[src/rtl/mbist_pkg.sv]
package mbist_pkg;
   typedef enum logic [1:0] {
      MODE_FUNC  = 2'b00,
      MODE_MARCH = 2'b01,
      MODE_CHK   = 2'b10,
      MODE_RSVD  = 2'b11
   } mbist_mode_e;

   typedef enum logic [2:0] {
      ST_IDLE,
      ST_WR,
      ST_RD,
      ST_CMP,
      ST_DONE
   } mbist_state_e;

   // march elements: 0 up w0, 1 up r0w1, 2 up r1w0, 3 down r0w1, 4 down r1w0, 5 up r0
   localparam logic [2:0] EL_FIRST_RW = 3'd1;
   localparam logic [2:0] EL_LAST     = 3'd5;
   localparam logic [2:0] EL_CTRL     = 3'd6;
endpackage

[src/rtl/mbist_engine.sv]
module mbist_engine
   import mbist_pkg::*;
#(
   parameter int AW = 4,
   parameter int DW = 8
) (
   input  logic          clk,
   input  logic          rst_n,
   input  logic [1:0]    mode,
   input  logic [DW-1:0] ram_rdata,
   output logic [AW-1:0] bist_addr,
   output logic [DW-1:0] bist_wdata,
   output logic          bist_we,
   output logic          bist_own,
   output logic          done,
   output logic          fail
);
   localparam logic [AW-1:0] ADDR_MAX = '1;

   mbist_state_e st_q;
   logic [2:0]    elem_q;
   logic [AW-1:0] addr_q;
   logic [1:0]    runmode_q;
   logic          fail_q;

   logic          test_req, elem_down, last_addr, exp_ones, wr_after, wr_ones, mismatch;
   logic [2:0]    elem_nxt;
   logic [AW-1:0] start_nxt;

   always_comb begin
      test_req  = (mode == MODE_MARCH) || (mode == MODE_CHK);
      elem_down = (elem_q == 3'd3) || (elem_q == 3'd4);
      last_addr = (elem_q == EL_CTRL) || (elem_down ? (addr_q == '0) : (addr_q == ADDR_MAX));
      exp_ones  = (elem_q == 3'd2) || (elem_q == 3'd4) || (elem_q == EL_CTRL);
      wr_after  = (elem_q >= EL_FIRST_RW) && (elem_q <= 3'd4);
      wr_ones   = (elem_q == 3'd1) || (elem_q == 3'd3);
      mismatch  = ram_rdata != (exp_ones ? {DW{1'b1}} : {DW{1'b0}});
      elem_nxt  = elem_q + 3'd1;
      start_nxt = ((elem_nxt == 3'd3) || (elem_nxt == 3'd4)) ? ADDR_MAX : '0;
   end

   always_ff @(posedge clk or negedge rst_n) begin
      if (!rst_n) begin
         st_q      <= ST_IDLE;
         elem_q    <= '0;
         addr_q    <= '0;
         runmode_q <= MODE_FUNC;
         fail_q    <= 1'b0;
      end else if (st_q == ST_IDLE) begin
         fail_q <= 1'b0;
         if (test_req) begin
            runmode_q <= mode;
            addr_q    <= '0;
            elem_q    <= (mode == MODE_CHK) ? EL_CTRL : 3'd0;
            st_q      <= ST_WR;
         end
      end else if (mode != runmode_q) begin
         st_q   <= ST_IDLE;
         fail_q <= 1'b0;
      end else begin
         case (st_q)
            ST_WR: begin
               if (elem_q == EL_CTRL) begin
                  st_q <= ST_RD;
               end else if (addr_q == ADDR_MAX) begin
                  elem_q <= EL_FIRST_RW;
                  addr_q <= '0;
                  st_q   <= ST_RD;
               end else begin
                  addr_q <= addr_q + 1'b1;
               end
            end
            ST_RD: st_q <= ST_CMP;
            ST_CMP: begin
               if (mismatch) fail_q <= 1'b1;
               if (last_addr) begin
                  if ((elem_q == EL_LAST) || (elem_q == EL_CTRL)) begin
                     st_q <= ST_DONE;
                  end else begin
                     elem_q <= elem_nxt;
                     addr_q <= start_nxt;
                     st_q   <= ST_RD;
                  end
               end else begin
                  addr_q <= elem_down ? addr_q - 1'b1 : addr_q + 1'b1;
                  st_q   <= ST_RD;
               end
            end
            default: ;
         endcase
      end
   end

   assign bist_addr  = addr_q;
   assign bist_we    = (st_q == ST_WR) || ((st_q == ST_CMP) && wr_after);
   assign bist_wdata = ((st_q == ST_CMP) && wr_ones) ? {DW{1'b1}} : {DW{1'b0}};
   assign bist_own   = (st_q != ST_IDLE);
   assign done       = (st_q == ST_DONE);
   assign fail       = fail_q;
endmodule

[src/rtl/mbist_port_mux.sv]
module mbist_port_mux #(
   parameter int AW = 4,
   parameter int DW = 8
) (
   input  logic          own,
   input  logic [AW-1:0] bist_addr,
   input  logic [DW-1:0] bist_wdata,
   input  logic          bist_we,
   input  logic [AW-1:0] func_addr,
   input  logic [DW-1:0] func_wdata,
   input  logic          func_we,
   output logic [AW-1:0] ram_addr,
   output logic [DW-1:0] ram_wdata,
   output logic          ram_we
);
   always_comb begin
      if (own) begin
         ram_addr  = bist_addr;
         ram_wdata = bist_wdata;
         ram_we    = bist_we;
      end else begin
         ram_addr  = func_addr;
         ram_wdata = func_wdata;
         ram_we    = func_we;
      end
   end
endmodule

[src/rtl/mbist_quad.sv]
module mbist_quad #(
   parameter int NUM_RAMS = 4,
   parameter int AW       = 4,
   parameter int DW       = 8,
   parameter int MODE_HI  = 21
) (
   input  logic                   clk,
   input  logic                   rst_n,
   input  logic [31:0]            cfg_word,
   input  logic [NUM_RAMS*AW-1:0] func_addr,
   input  logic [NUM_RAMS*DW-1:0] func_wdata,
   input  logic [NUM_RAMS-1:0]    func_we,
   input  logic [NUM_RAMS*DW-1:0] ram_rdata,
   output logic [NUM_RAMS*AW-1:0] ram_addr,
   output logic [NUM_RAMS*DW-1:0] ram_wdata,
   output logic [NUM_RAMS-1:0]    ram_we,
   output logic [NUM_RAMS-1:0]    done_flags,
   output logic [NUM_RAMS-1:0]    fail_flags
);
   localparam int FIELD_W = 2;
   localparam int MODE_LO = MODE_HI - FIELD_W * NUM_RAMS + 1;

   if (MODE_HI > 31 || MODE_LO < 0) begin : g_bad_field
      $error("mode fields do not fit the configuration word");
   end
   if (AW < 1 || DW < 1) begin : g_bad_width
      $error("address and data widths must be positive");
   end

   logic unused_cfg;
   assign unused_cfg = ^cfg_word;

   for (genvar i = 0; i < NUM_RAMS; i++) begin : g_lane
      logic [1:0]    lane_mode;
      logic [AW-1:0] b_addr;
      logic [DW-1:0] b_wdata;
      logic          b_we, b_own;

      assign lane_mode = cfg_word[MODE_HI - FIELD_W*i -: FIELD_W];

      mbist_engine #(.AW(AW), .DW(DW)) eng_i (
         .clk       (clk),
         .rst_n     (rst_n),
         .mode      (lane_mode),
         .ram_rdata (ram_rdata[i*DW +: DW]),
         .bist_addr (b_addr),
         .bist_wdata(b_wdata),
         .bist_we   (b_we),
         .bist_own  (b_own),
         .done      (done_flags[i]),
         .fail      (fail_flags[i])
      );

      mbist_port_mux #(.AW(AW), .DW(DW)) mux_i (
         .own       (b_own),
         .bist_addr (b_addr),
         .bist_wdata(b_wdata),
         .bist_we   (b_we),
         .func_addr (func_addr[i*AW +: AW]),
         .func_wdata(func_wdata[i*DW +: DW]),
         .func_we   (func_we[i]),
         .ram_addr  (ram_addr[i*AW +: AW]),
         .ram_wdata (ram_wdata[i*DW +: DW]),
         .ram_we    (ram_we[i])
      );
   end
endmodule

[config.mk]
export PLATFORM = sky130hd
export DESIGN_NAME = mbist_quad
export DESIGN_NICKNAME = d
export VERILOG_FILES = /design/src/rtl/mbist_pkg.sv /design/src/rtl/mbist_engine.sv /design/src/rtl/mbist_port_mux.sv /design/src/rtl/mbist_quad.sv
export SDC_FILE = /design/constraint.sdc
export NUM_CORES = 1
export LEC_CHECK = 0
export BUFFER_PORTS_ARGS = -buffer_cell sky130_fd_sc_hd__buf_2
export CAP_MARGIN = 20
export CORE_ASPECT_RATIO = 0.7
export CORE_MARGIN = 2
export CORE_UTILIZATION = 47
export DETAILED_ROUTE_END_ITERATION = 10
export MAX_ROUTING_LAYER = met4
export PLACE_DENSITY = 0.77
export SKIP_CTS_REPAIR_TIMING = 1
export SYNTH_ARGS = -nofsm -noshare
export SYNTH_HDL_FRONTEND = slang
export SYNTH_SLANG_ARGS = --single-unit
[constraint.sdc]
create_clock -name clk -period 2.2 [get_ports clk]
set_clock_uncertainty 0.1 [all_clocks]
set_input_delay 0.22 -clock clk [delete_from_list [all_inputs] [get_ports clk]]
set_output_delay 0.22 -clock clk [all_outputs]
set_load 0.005 [all_outputs]
-- After elaboration in Yosys (flattened, before gate mapping)
Cells that the tools add are included.
Widths: inputs -> output; s select.
- add/sub/neg operators: 12
- order comparisons: 8
- equal/unequal tests: 100
- muxes and demuxes: 148
- reductions and logical operators: 96
- operators by type and width (kind ; number):
    $mux 3 ; 60
    $mux 4 ; 40
    $mux 8 ; 12
    $eq 3x2->1 const B ; 20
    $eq 3x3->1 const B ; 20
    $reduce_bool 3->1 ; 16
    $logic_or 1x1->1 ; 36
    $pmux 3 s3 ; 4
    $ne 8x8->1 ; 4
    $pmux 4 s2 ; 4
    $reduce_and 7->1 ; 4
    $eq 3x1->1 const B ; 8
    $mux 1 ; 24
    $ne 3x1->1 const B ; 8
    $pmux 3 s2 ; 4
    $ne 5x1->1 const B ; 4
    $reduce_and 5->1 ; 4
    $reduce_bool 5->1 ; 4
    $add 4x1->4 const B ; 4
    $eq 4x4->1 const B ; 4
    $logic_not 4->1 ; 4
    $ne 2x1->1 const B ; 8
    $ne 4x4->1 const B ; 4
    $reduce_and 2->1 ; 8
    other kinds (12) ; 56
- bits in registers: 52
- output and inout bits: 60

-- Logic depth before layout (Yosys ltp)
- depth in word-level cells: 9
- depth in mapped cells: 8

-- Hierarchy
A second synthesis with hierarchy kept.
- cells, all modules: 600
- area, all modules: 5656.7 um2
- modules (own cells, without submodules) (module ; instances ; cells each ; area an instance (um2) ; seq. area each (um2)):
    mbist_engine at g_lane[0].eng_i ... ; 3 ; 134 ; 1207.4 ; 325.3
    mbist_engine at g_lane[3].eng_i ; 1 ; 142 ; 1253.7 ; 325.3
    mbist_port_mux ; 4 ; 14 ; 195.2 ; 0.0

-- Worst setup path before layout
OpenSTA, ideal clock, no wires.
- kind: reg2reg
- from: reg g_lane[2].eng_i.elem_q[0]
- to: reg g_lane[2].eng_i.addr_q[3]
- arrival time: 1993 ps
- setup slack: 30 ps
- stages on the path, launching flop included: 8
- path through: dfrtp_1 > inv_1 > ha_1 > mux2i_1 > mux2_2 > o21ai_0 > o311ai_0 > a21oi_1
- word-level cells in the longest chain between the ends: 9
- elaborated cells between the ends (all ways): 22
- those cells by class: add/sub: 1; eq/ne: 8; mux: 8; reduce/logical: 5
- ends and longest elaborated chain (item ; line ; source):
    from (decl) ; mbist_engine.sv:21 ; logic [2:0] elem_q;
    from (signal assigned) ; mbist_engine.sv:54 ; elem_q <= (mode == MODE_CHK) ? EL_CTRL : 3'd0;
    from (signal assigned) ; mbist_engine.sv:80 ; elem_q <= elem_nxt;
    $add 3x1->3 ; mbist_engine.sv:38 ; elem_nxt = elem_q + 3'd1;
    $eq 3x2->1 / $eq 3x3->1 (equally long branches) ; mbist_engine.sv:39 ; start_nxt = ((elem_nxt == 3'd3) || (elem_nxt == 3'd4)) ? ADDR_MAX : '0;
    $logic_or 1x1->1 ; mbist_engine.sv:39 ;
    $mux 4 ; mbist_engine.sv:39 ;
    $mux 4 ; mbist_engine.sv:77 ; if ((elem_q == EL_LAST) || (elem_q == EL_CTRL)) begin
    $mux 4 ; mbist_engine.sv:76 ; if (last_addr) begin
    $pmux 4 s2 ; mbist_engine.sv:61 ; case (st_q)
    $mux 4 ; mbist_engine.sv:57 ; end else if (mode != runmode_q) begin
    $mux 4 ; mbist_engine.sv:49 ; end else if (st_q == ST_IDLE) begin
    to (signal assigned) ; mbist_engine.sv:70 ; addr_q <= addr_q + 1'b1;
    to (signal assigned) ; mbist_engine.sv:81 ; addr_q <= start_nxt;
    to (signal assigned) ; mbist_engine.sv:85 ; addr_q <= elem_down ? addr_q - 1'b1 : addr_q + 1'b1;
    to (decl) ; mbist_engine.sv:22 ; logic [AW-1:0] addr_q;
Several ways; a longest one is shown, not always the timed one. The select of a mux whose other input is x is not followed.
A chain may end at the register's enable or synchronous reset.

-- Worst setup path in the final report
- from: reg g_lane[3].eng_i.elem_q[1]
- to: reg g_lane[3].eng_i.elem_q[0]
- word-level cells in the longest chain between the ends: 6
- elaborated cells between the ends (all ways): 12
- those cells by class: eq/ne: 7; mux: 1; reduce/logical: 4
- ends and longest elaborated chain (item ; line ; source):
    from (decl) ; mbist_engine.sv:21 ;
    from (signal assigned) ; mbist_engine.sv:54 ;
    from (signal assigned) ; mbist_engine.sv:80 ;
    $eq 3x2->1 / $eq 3x3->1 (equally long branches) ; mbist_engine.sv:32 ; elem_down = (elem_q == 3'd3) || (elem_q == 3'd4);
    $logic_or 1x1->1 ; mbist_engine.sv:32 ;
    $mux 1 ; mbist_engine.sv:33 ; last_addr = (elem_q == EL_CTRL) || (elem_down ? (addr_q == '0) : (addr_q == ADDR_MAX));
    $logic_or 1x1->1 ; mbist_engine.sv:33 ;
    $ne 3x1->1 (no source line) ; - ;
    $reduce_and 7->1 (no source line) (*) ; - ;
Mark *: on every way between the ends. The rest lies on a longest branch, timed or not.

==> flow_metrics.py <==
metrics = {
    "global_routing": {
        "grt.total_usage_pct": 25.49,
        "grt_pass1_vias": 5006,
        "grt_pass1_wl_mm": 23.87,
        "grt_max_degree": 23,
        "grt_overflow": 0,
        "grt_antenna_before_repair": 0,
    },
    "sta": {
        "min_period_over_period_pct": 100.8,
        "holdWs_ns": 0.08785,
        "tightest_slew_ns": 0.5876,
        "finalSetupViolations": 2,
        "drv_slew": 0,
        "totalNegativeSetupSlack_ns": -0.02349,
        "fmax_ghz": 0.4510,
        "hold_viol": 0,
        "period_needed_ns": 2.217,
        "layout_setup_ws_ns": -0.01718,
        "relSlewSlack_pct": 60.83,
    },
    "critical_path": {
        "r2r_start": "g_lane[3].eng_i.elem_q[1]",
        "worstPathCellList": "inv_2 -> ha_2 -> mux2_4 -> mux2_4 -> nand3_4 -> nand4_1 -> mux2_4",
        "endpoint": "g_lane[3].eng_i.elem_q[0]",
        "crit_slowest_cell": "dfrtp_1",
        "rrSetupSlack_ns": -0.02,
        "criticalPathCategory": "flip-flop to flip-flop",
        "crit_path_end_kind": "flip-flop",
        "worstSetupStartpointType": "flip-flop",
        "ff2ff_path_depth": 7,
        "crit_path_max_fanout": 4,
        "r2r-end": "g_lane[3].eng_i.elem_q[0]",
        "setup.worst_path.start": "g_lane[3].eng_i.elem_q[1]",
        "cpMostUsedCell": "mux2_4",
        "max_stage_delay_ns": 0.46,
        "arrival_ns": 2.31,
        "crit_required_ns": 2.29,
    },
    "clock_tree": {
        "cts_buffers": 5,
        "cts_tree": "done",
        "cts.reportedPaths.clkPinSlew_ns": 0.07,
        "cts_max_level": 2,
        "clock_latency_ns": 0.30,
        "clockRootBuffer": "clkbuf_16",
        "numClockSinks": 52,
        "cts_buffer_depth": 2,
    },
    "synthesis": {
        "yosysWarnings": 0,
        "ys_seq_area_share_pct": 25.69,
        "yosysTopAreaCell": "dfrtp_1",
        "syn_inst": 615,
        "syn_area_sq_mm": 0.005065,
        "syn_area_per_cell_sq_um": 8.236,
        "ys_types": 74,
        "synthTopCellsByArea": "dfrtp_1, ha_1, a21o_1",
        "synth_top_area_share_pct": 25.69,
        "synth-main-ff-cell": "dfrtp_1",
        "synth_edf_count": 0,
        "async_reset_ff_share_pct": 100.0,
        "synth_nets": 768,
        "ys_ff_latch": 52,
    },
    "detailed_routing": {
        "viasPerCell": 6.000,
        "vias": 5712,
        "postRouteAntennaNets": 0,
        "drc": 0,
        "wire_per_inst_um": 16.90,
        "drtIter0Drc": 569,
        "drt_wl_total_mm": 16.09,
        "firstDrtPassIters": 5,
    },
    "power_and_ir_drop": {
        "peakVddDrop_mv": 0.7425,
        "powerDensity_mw_per_mm2": 1226,
        "p_leak_nw": 3.461,
    },
    "placed_design": {
        "place_hpwl_mm": 11.80,
        "gp_congestion": 0.9654,
        "io_buffers": 153,
    },
    "cells_and_area": {
        "layout-drive-gt1-share_pct": 42.56,
        "multiInputGateArea_sq_mm": 0.003747,
        "mostFrequentLayoutCells": "buf_2, buf_4, nand2_1",
        "syn2layout_area_growth_pct": 37.18,
        "final_common_cell": "buf_2",
        "final_nets": 972,
        "fill_cells": 835,
        "seq_area_sq_mm": 0.001309,
        "diodes": 0,
    },
    "run_status": {
        "status": "finished, violations left",
        "violations": "setup timing",
    },
    "die": {
        "die_w_um": 128.1,
        "start_util_pct": 48.54,
        "num_io_pins": 178,
        "placeableCoreArea_sq_mm": 0.01043,
        "die_area_sq_mm": 0.01164,
        "std_cell_rows": 31,
        "fp.dieH_um": 90.86,
    },
    "hold_path": {
        "hold_path_class": "input pin to flip-flop",
    },
    "run": {
        "max_cap_viol_count": 0,
    },
}
[flip-flops by register name (all words and copies together), names as in the netlist]
register                flops
g_lane.eng_i.bist_addr     16
g_lane.eng_i.elem_q        12
g_lane.eng_i.fail           4
g_lane.eng_i.runmode_q      8
g_lane.eng_i.st_q          12
[cell usage after synthesis (11+ instances only)]
cell      count
o21ai_0      38
nor4_1       11
dfrtp_1      52
mux2_2       13
nand2_1      55
mux2i_1      19
clkbuf_1     26
nor3_1       25
nor2_1       31
inv_1        29
ha_1         35
buf_4        13
a21o_1       36
a21oi_1      35
nand3_1      18
[routing by layer]
metal | share of wire [%] | GRT usage (%)
met4 | 1.8 | 5.220
met5 | 0 | -
met1 | 45 | 36.06
met3 | 7.2 | 4.502
met2 | 46 | 38.37
[stage by stage]
step | utilization [%] | std cells | area, sq um | worst slack (ns) | power [mW]
2_1_floorplan | - | 615 | 5065 | 0.02982 | 4.999
3_3_place_gp | 60.57 | 926 | 6320 | 0.002292 | 6.615
3_5_place_dp | 60.57 | 926 | 6320 | -0.1298 | 6.793
4_1_cts | 61.97 | 934 | 6466 | -0.1580 | 7.638
5_1_grt | 66.59 | 952 | 6948 | -0.07214 | 9.168
6_report | 66.59 | 952 | 6948 | -0.01718 | 8.515
[logic make-up (layout without fill, tap and decap cells)]
group	count (synthesis)	count (layout)	synth area share, %
mux	35	35	7.831
buf+inv	77	282	7.263
simple gates	205	205	21.32
fa+ha+maj	35	35	8.646
compound gates	196	196	26.66
flops	52	52	25.69
xor+xnor	15	15	2.594
[final cells by class]
cell class / instances / share of cell area, %
clock buffer: 8 / 2.107
inverter: 29 / 1.567
multi-input combinational: 486 / 53.93
sequential: 52 / 18.84
tap: 132 / 2.377
timing repair buffer: 245 / 21.18
[report_power, final]
group | total (mW) | internal [mW] | switching, mW
clock | 0.819 | 0.455 | 0.364
combinational | 5.91 | 2.90 | 3.01
sequential | 1.79 | 1.30 | 0.481
total | 8.51 | 4.66 | 3.86
[how the worst min path moves through the flow]
| stage | start | end | slack, ns | cells after the start |
|---|---|---|---|---|
| global route | cfg_word[21] | g_lane[0].eng_i.runmode_q[1] | 0.11 | 2 |
| detailed placement | rst_n | g_lane[3].eng_i.st_q[0] | 0.15 | 1 |
| floorplan | rst_n | g_lane[0].eng_i.bist_addr[0] | -0.18 | 0 |
| global placement | rst_n | g_lane[3].eng_i.st_q[0] | 0.14 | 1 |
| CTS | rst_n | g_lane[3].eng_i.st_q[0] | -0.17 | 1 |
| finish | cfg_word[14] | g_lane[3].eng_i.runmode_q[0] | 0.09 | 2 |
[worst max-delay path, delay by kind of cell (launching register included)]
kind,cells,cell delay (ns)
buffers and inverters,1,0.07
multiplexers,3,0.99
adder cells (fa/ha/maj),1,0.18
flip-flops,1,0.46
AND/OR/NAND/NOR,2,0.31
Power figures use the tool's default switching activity.
